--- src/rtl/uart_xfer_req_pkg.sv ---
package uart_xfer_req_pkg;

    typedef enum logic {
        XFER_SINGLE = 1'b0,
        XFER_BLOCK  = 1'b1
    } xfer_mode_e;

    typedef struct packed {
        logic rx_req_n;
        logic tx_req_n;
    } req_pins_t;

    // Trigger byte count for a 2-bit selection, scaled to the FIFO depth
    function automatic int unsigned rx_trig_bytes(logic [1:0] sel, int unsigned depth);
        case (sel)
            2'd0:    return 1;
            2'd1:    return depth / 4;
            2'd2:    return depth / 2;
            default: return depth - 2;
        endcase
    endfunction

endpackage

--- src/rtl/uart_rxreq_ctl.sv ---
module uart_rxreq_ctl
    import uart_xfer_req_pkg::*;
#(
    parameter int unsigned DEPTH = 16,
    parameter int unsigned CNT_W = $clog2(DEPTH + 1)
) (
    input  logic             clk,
    input  logic             rst,
    input  xfer_mode_e       mode,
    input  xfer_mode_e       mode_q,
    input  logic [CNT_W-1:0] level,
    input  logic [1:0]       trig_sel,
    input  logic             timeout,
    input  logic             flush,
    output logic             req_n
);

    logic [CNT_W-1:0] trig_lvl;
    logic             empty;
    logic             burst_due;
    logic             req_n_d;

    assign trig_lvl  = CNT_W'(rx_trig_bytes(trig_sel, DEPTH));
    assign empty     = (level == '0);
    assign burst_due = !empty && ((level >= trig_lvl) || timeout);

    always_comb begin
        if (flush) begin
            req_n_d = 1'b1;
        end else if (mode == XFER_SINGLE) begin
            req_n_d = empty;
        end else if (empty) begin
            req_n_d = 1'b1;
        end else if (burst_due) begin
            req_n_d = 1'b0;
        end else if (mode_q == XFER_SINGLE) begin
            req_n_d = 1'b1;      // entering block mode: rebuild from status
        end else begin
            req_n_d = req_n;     // hysteresis hold
        end
    end

    always_ff @(posedge clk) begin
        if (rst) req_n <= 1'b1;
        else     req_n <= req_n_d;
    end

endmodule

--- src/rtl/uart_txreq_ctl.sv ---
module uart_txreq_ctl
    import uart_xfer_req_pkg::*;
#(
    parameter int unsigned DEPTH = 16,
    parameter int unsigned CNT_W = $clog2(DEPTH + 1)
) (
    input  logic             clk,
    input  logic             rst,
    input  xfer_mode_e       mode,
    input  logic [CNT_W-1:0] level,
    input  logic             flush,
    output logic             req_n
);

    localparam logic [CNT_W-1:0] FULL_LVL = CNT_W'(DEPTH);

    logic req_n_d;

    always_comb begin
        if (flush)                     req_n_d = 1'b0;
        else if (mode == XFER_SINGLE)  req_n_d = (level != '0);
        else                           req_n_d = (level == FULL_LVL);
    end

    always_ff @(posedge clk) begin
        if (rst) req_n <= 1'b0;
        else     req_n <= req_n_d;
    end

endmodule

--- src/rtl/uart_xfer_req_gen.sv ---
module uart_xfer_req_gen
    import uart_xfer_req_pkg::*;
#(
    parameter int unsigned DEPTH = 16,
    localparam int unsigned CNT_W = $clog2(DEPTH + 1)
) (
    input  logic             clk,
    input  logic             rst,
    input  logic             block_mode_i,
    input  logic [CNT_W-1:0] rx_level_i,
    input  logic [1:0]       rx_trig_sel_i,
    input  logic             rx_timeout_i,
    input  logic             rx_flush_i,
    input  logic [CNT_W-1:0] tx_level_i,
    input  logic             tx_flush_i,
    output logic             rx_req_n_o,
    output logic             tx_req_n_o
);

    xfer_mode_e mode;
    xfer_mode_e mode_q;
    req_pins_t  pins;

    assign mode = block_mode_i ? XFER_BLOCK : XFER_SINGLE;

    always_ff @(posedge clk) begin
        if (rst) mode_q <= XFER_SINGLE;
        else     mode_q <= mode;
    end

    uart_rxreq_ctl #(.DEPTH(DEPTH), .CNT_W(CNT_W)) u_rx (
        .clk      (clk),
        .rst      (rst),
        .mode     (mode),
        .mode_q   (mode_q),
        .level    (rx_level_i),
        .trig_sel (rx_trig_sel_i),
        .timeout  (rx_timeout_i),
        .flush    (rx_flush_i),
        .req_n    (pins.rx_req_n)
    );

    uart_txreq_ctl #(.DEPTH(DEPTH), .CNT_W(CNT_W)) u_tx (
        .clk   (clk),
        .rst   (rst),
        .mode  (mode),
        .level (tx_level_i),
        .flush (tx_flush_i),
        .req_n (pins.tx_req_n)
    );

    assign rx_req_n_o = pins.rx_req_n;
    assign tx_req_n_o = pins.tx_req_n;

endmodule

--- config.mk ---
export PLATFORM = sky130hd
export DESIGN_NAME = uart_xfer_req_gen
export DESIGN_NICKNAME = d
export VERILOG_FILES = /design/src/rtl/uart_xfer_req_pkg.sv /design/src/rtl/uart_rxreq_ctl.sv /design/src/rtl/uart_txreq_ctl.sv /design/src/rtl/uart_xfer_req_gen.sv
export SDC_FILE = /design/constraint.sdc
export NUM_CORES = 1
export LEC_CHECK = 0
export BUFFER_PORTS_ARGS = -buffer_cell sky130_fd_sc_hd__buf_4
export CAP_MARGIN = 10
export CELL_PAD_IN_SITES_DETAIL_PLACEMENT = 1
export CELL_PAD_IN_SITES_GLOBAL_PLACEMENT = 2
export CORE_MARGIN = 5
export CORE_UTILIZATION = 17
export DETAILED_ROUTE_END_ITERATION = 10
export PLACE_DENSITY_LB_ADDON = 0.1
export SLEW_MARGIN = 20
export SYNTH_ARGS = -nofsm -noshare
export SYNTH_HDL_FRONTEND = slang
export SYNTH_SLANG_ARGS = --single-unit
--- constraint.sdc ---
create_clock -name clk -period 2.61 [get_ports clk]
set_clock_uncertainty 0.2 [all_clocks]
set_input_delay 0.3915 -clock clk [delete_from_list [all_inputs] [get_ports clk]]
set_output_delay 0.3915 -clock clk [all_outputs]
set_load 0.01 [all_outputs]
# == Word-level counts from Yosys, hierarchy flattened ==
# Cells that the tools add are included.
# word_totals
latch_bits,0
output_inout_bits,2
rom_bits,0
input_bits,18
register_bits,3
mem_bits_rw,0
memories,0
word_cells,23
# classes
n_div,0
multipliers,0
eq_ne,4
n_reduce_logical,8
n_mux,7
n_bitwise,0
shift,0
order_cmp,1
addsub,0
# ops
cell,count
one-hot mux 4 bit (3 select lines),1
two-way mux 1 bit,6
equality test 5 bit (second input constant),1
greater-or-equal comparator 5 x 4 -> 1 bit,1
logical NOT 5 bit,1
nonzero test 5 bit,1
!= test 4 bit (second input constant),1
OR reduction 2 bit,2
equality test 2 x 1 -> 1 bit (second input constant),1
equality test 2 bit (second input constant),1
logical NOT 2 bit,1
logical AND 1 bit,1
logical NOT 1 bit,1
logical OR 1 bit,1

# == Depth between registers and ports, before layout ==
# logic_depth
depth_word,8
depth_mapped,6
ltp_nobuf,6

# == Hierarchy ==
# Synthesis repeated with hierarchy kept, for this count alone.
# unflattened
hier_cells,27
hier_area_um2,276.5
# by_module_without_submodules
module,area_each_um2,cells_each,seq_area_each_um2,n_inst
uart_rxreq_ctl,186.4,20,20.0,1
uart_txreq_ctl,56.3,5,20.0,1
uart_xfer_req_gen,33.8,2,20.0,1

# == Worst setup path after synthesis ==
# OpenSTA, ideal clock, no wires.
# synth_path
path_type,input-to-reg
startpoint,input tx_level_i[1]
endpoint,register u_tx.req_n
stages,2
setup_time_ps,103
t_required_ps,2307
n_path_buf,0
t_arrival_ps,1245
setup_slack_ps,1061
path_cell_list,or4_4 a2111oi_2
# synth_between
elab_chain_cells,2
# synth_rtl
item,line,source
"start, declared",uart_xfer_req_gen.sv:14,"input logic [CNT_W-1:0] tx_level_i,"
equality test 5 bit / nonzero test 5 bit (equally long branches),"uart_txreq_ctl.sv:22, uart_txreq_ctl.sv:21",
two-way mux 1 bit (*),uart_txreq_ctl.sv:21,else if (mode == XFER_SINGLE) req_n_d = (level != '0);
"end signal, assigned",uart_txreq_ctl.sv:27,else req_n <= req_n_d;
"end, declared",uart_txreq_ctl.sv:12,output logic req_n
# Every way passes the cells marked *; elsewhere a longest branch is shown, timed or not.
# A chain may end at the register's enable or synchronous reset.

# == Worst setup path after layout ==
# layout_path
startpoint,input rx_trig_sel_i[1]
endpoint,register u_rx.req_n
# layout_between
elab_chain_cells,8
# layout_rtl
item,line,source
"start, declared",uart_xfer_req_gen.sv:11,"input logic [1:0] rx_trig_sel_i,"
"equality test 2 bit, or another cell as far along",uart_xfer_req_pkg.sv:15,case (sel)
one-hot mux 4 bit (3 select lines) (*),uart_xfer_req_pkg.sv:15,
greater-or-equal comparator 5 x 4 -> 1 bit (*),uart_rxreq_ctl.sv:25,assign burst_due = !empty && ((level >= trig_lvl) || timeout);
logical OR 1 bit (*),uart_rxreq_ctl.sv:25,
logical AND 1 bit (*),uart_rxreq_ctl.sv:25,
two-way mux 1 bit,uart_rxreq_ctl.sv:34,end else if (burst_due) begin
two-way mux 1 bit,uart_rxreq_ctl.sv:32,end else if (empty) begin
two-way mux 1 bit,uart_rxreq_ctl.sv:30,end else if (mode == XFER_SINGLE) begin
"end signal, assigned",uart_rxreq_ctl.sv:45,else req_n <= req_n_d;
"end, declared",uart_rxreq_ctl.sv:15,output logic req_n
# Marks and branches as above.

==> impl_metrics.py <==
metrics = {
    "status": {
        "outcome": "finished clean",
    },
    "final_layout": {
        "syn2layout_area_growth_pct": 83.80,
        "instances_no_fill": 64,
        "diodes": 0,
        "stdcell_area_sq_um": 411.6,
        "final_layout_size_suffix_gt1_share_pct": 48.98,
        "final_util_pct": 32.45,
        "nets": 72,
    },
    "drt": {
        "viasPerCell": 4.344,
        "firstDrtPassIters": 1,
        "ant_nets": 0,
        "drtIter0Drc": 0,
        "vias": 278,
        "drc": 0,
        "wl_per_cell_um": 11.33,
        "wirelength_um": 725,
    },
    "clocking": {
        "cts_tree": "done",
        "cts_hold_buf": 0,
        "clkTransAtPathRegs_ps": 40,
        "cts_resized": 0,
        "cts_buffers": 3,
        "htree_levels": 1,
        "clk_latency_ps": 230,
        "clock_path_buffers": 2,
        "numClockSinks": 3,
        "root_buffer": "clkbuf_4",
        "post_cts.repair.setup_buffers": 0,
    },
    "sta": {
        "fin_tns_setup_ps": 0,
        "max_slew_margin_pct": 83.27,
        "final_hold_viol_count": 0,
        "setup_viol": 0,
        "finalCritPeriodShare_pct": 57.21,
        "fin_crit_ps": 1493,
        "max_freq_mhz": 669.7,
        "worst_pin_slew_ps": 247.5,
        "maxSlewViolCount": 0,
        "post-route-worst-setup-slack_ps": 1117,
        "rsz0062_at_grt": "false",
    },
    "place": {
        "gp_congestion": 0.7033,
        "dp_hpwl_um": 676.2,
        "io_buffer_count": 19,
        "post-place-cells": 60,
        "pre_cts_ws_ps": 845.8,
        "place_area_sq_um": 385.4,
    },
    "floorplanning": {
        "initial_core_util_pct": 17.65,
        "core_area_sq_um": 1269,
        "dieArea_sq_um": 2143,
        "pin_count": 20,
        "die_w_um": 46.30,
        "num_rows": 13,
        "die_h_um": 46.30,
    },
    "grt": {
        "track_usage_pct": 7.334,
        "grt-ovfl-total": 0,
        "grt_max_degree": 4,
        "grt_antenna_before_repair": 0,
        "grt_pass1_vias": 314,
        "grt_pass1_wl_um": 1104,
    },
    "worst_setup_path": {
        "crit_cells": 7,
        "reg2reg_slack_ps": 1710,
        "cp.arrival_ps": 1460,
        "cpLargestDelayFamily": "compound AO/OA/AOI/OAI gates",
        "cp_max_fo": 3,
        "cp-end-kind": "flop",
        "crit_buf_inv": 1,
        "crit_path_max_incr_delay_ps": 250,
        "crit_type": "in2reg",
        "ff2ff_path_depth": 3,
        "rr_endpoint": "u_rx.req_n$_SDFFE_PP1P_",
        "cp.required_ps": 2580,
        "crit_chain": "buf_4, nor2_1, ha_1, nand2b_1, a211oi_1, o221ai_1, nand3_1",
        "start_kind": "primary input",
        "r2r-start": "mode_q$_SDFF_PP0_",
        "slowest_stage": "a211oi_1",
    },
    "synth": {
        "synthDistinctLibCells": 15,
        "ys_seq_area_share_pct": 26.82,
        "syn-mean-instance-area_sq_um": 8.614,
        "syn_area_sq_um": 224.0,
        "synth_top_family_by_area": "simple AND/OR/NAND/NOR gates",
        "synth_mux_area_share_pct": 0,
        "yosys-top-cells-area": "dfxtp_1 (27%), ha_1 (22%), a2111oi_2 (6.7%)",
        "synth_warnings": 0,
        "synthSimpleGateAreaFrac_pct": 27.93,
        "yosys.area.top_type": "dfxtp_1",
        "synth.top_cell.area_share_pct": 26.82,
        "synth_seq_cells": 3,
        "synth_nets": 48,
        "synth-compound-area-share_pct": 16.20,
        "synthAdderAreaFrac_pct": 22.35,
        "syn-instance-count": 26,
        "synth_xor_area_share_pct": 0,
    },
    "power_and_ir_drop": {
        "power_density_nw_per_um2": 411.4,
        "ir_drop_mv": 0.08475,
        "leakagePower_nw": 0.2030,
    },
    "min_path": {
        "hp-class": "in2reg",
        "min_from": "tx_flush_i",
        "whs_path_depth": 2,
        "holdPathEnd": "u_tx.req_n$_SDFF_PP0_",
    },
    "job": {
        "drv_cap": 0,
    },
}
-- metal layers --
metal,up-vias,wire length [um],GRT usage (%)
met1,126,255,7.780
met5,-,0,0
met2,11,405,12.64
li1,141,-,-
met4,0,0,5.114
met3,0,65,1.563
-- worst max-delay path by stage --
| stage | from | to | slack [ps] |
|---|---|---|---|
| global placement | rx_trig_sel_i[1] | u_rx.req_n$_SDFFE_PP1P_ | 880 |
| detailed placement | rx_trig_sel_i[1] | u_rx.req_n$_SDFFE_PP1P_ | 850 |
| CTS | rx_trig_sel_i[1] | u_rx.req_n$_SDFFE_PP1P_ | 1090 |
| floorplan | tx_level_i[1] | u_tx.req_n$_SDFF_PP0_ | 1060 |
| global route | rx_trig_sel_i[1] | u_rx.req_n$_SDFFE_PP1P_ | 940 |
| finish | rx_trig_sel_i[1] | u_rx.req_n$_SDFFE_PP1P_ | 1120 |
-- where the power goes --
group / leakage [nW] / total (mW) / internal [mW] / switching [mW]
clock network: 0.0150 / 0.0793 / 0.0572 / 0.0221
registers: 0.0249 / 0.0495 / 0.0486 / 0.000911
logic: 0.163 / 0.0405 / 0.0256 / 0.0149
-- cell families after synthesis --
family          count (synthesis)
buf+inv                         4
compound gates                  4
simple gates                   11
flops                           3
fa+ha+maj                       4
-- synth_stat cells (all sizes together) --
cell type / n
nor4b: 1
nand2b: 1
a211oi: 1
nand2: 2
or4: 1
nor2b: 1
dfxtp: 3
ha: 4
o21ai: 1
o221ai: 1
inv: 4
nor2: 3
a2111oi: 1
nor4: 1
nand3: 1
-- sequential cells by signal (all words and copies together), names as in the netlist --
signal and flops:
mode_q 1, u_rx.req_n 1, u_tx.req_n 1
-- cell type report --
class | instances | area, sq um
clock buffers | 4 | 26.28
well taps | 15 | 18.77
repair buffers | 19 | 142.6
multi-input cells | 19 | 148.9
inverters | 4 | 15.01
flip-flops and latches | 3 | 60.06
fillers | 159 | 857.1
-- stage by stage --
| step | power (mW) | hold slack [ps] |
|---|---|---|
| 6_report | 0.1694 | 125.6 |
| 5_1_grt | 0.1836 | 115.8 |
| 4_1_cts | 0.1758 | 117.8 |
| 3_5_place_dp | 0.09185 | 344.8 |
| 3_3_place_gp | 0.08994 | 327.5 |
| 2_1_floorplan | 0.06303 | 260.4 |
-- cell usage in the layout (no fill, tap or decap) --
| cell | instances |
|---|---|
| a211oi_1 | 1 |
| a2111oi_2 | 1 |
| nor2_1 | 3 |
| inv_1 | 4 |
| dfxtp_1 | 3 |
| o221ai_1 | 1 |
| or4_4 | 1 |
| clkbuf_4 | 3 |
| buf_4 | 19 |
| nand2b_1 | 1 |
| nor4b_1 | 1 |
| clkbuf_1 | 1 |
| nor2b_1 | 1 |
| o21ai_0 | 1 |
| nor4_1 | 1 |
| ha_1 | 4 |
| nand2_1 | 2 |
| nand3_1 | 1 |
No activity file was read; power rests on OpenSTA's default activity.
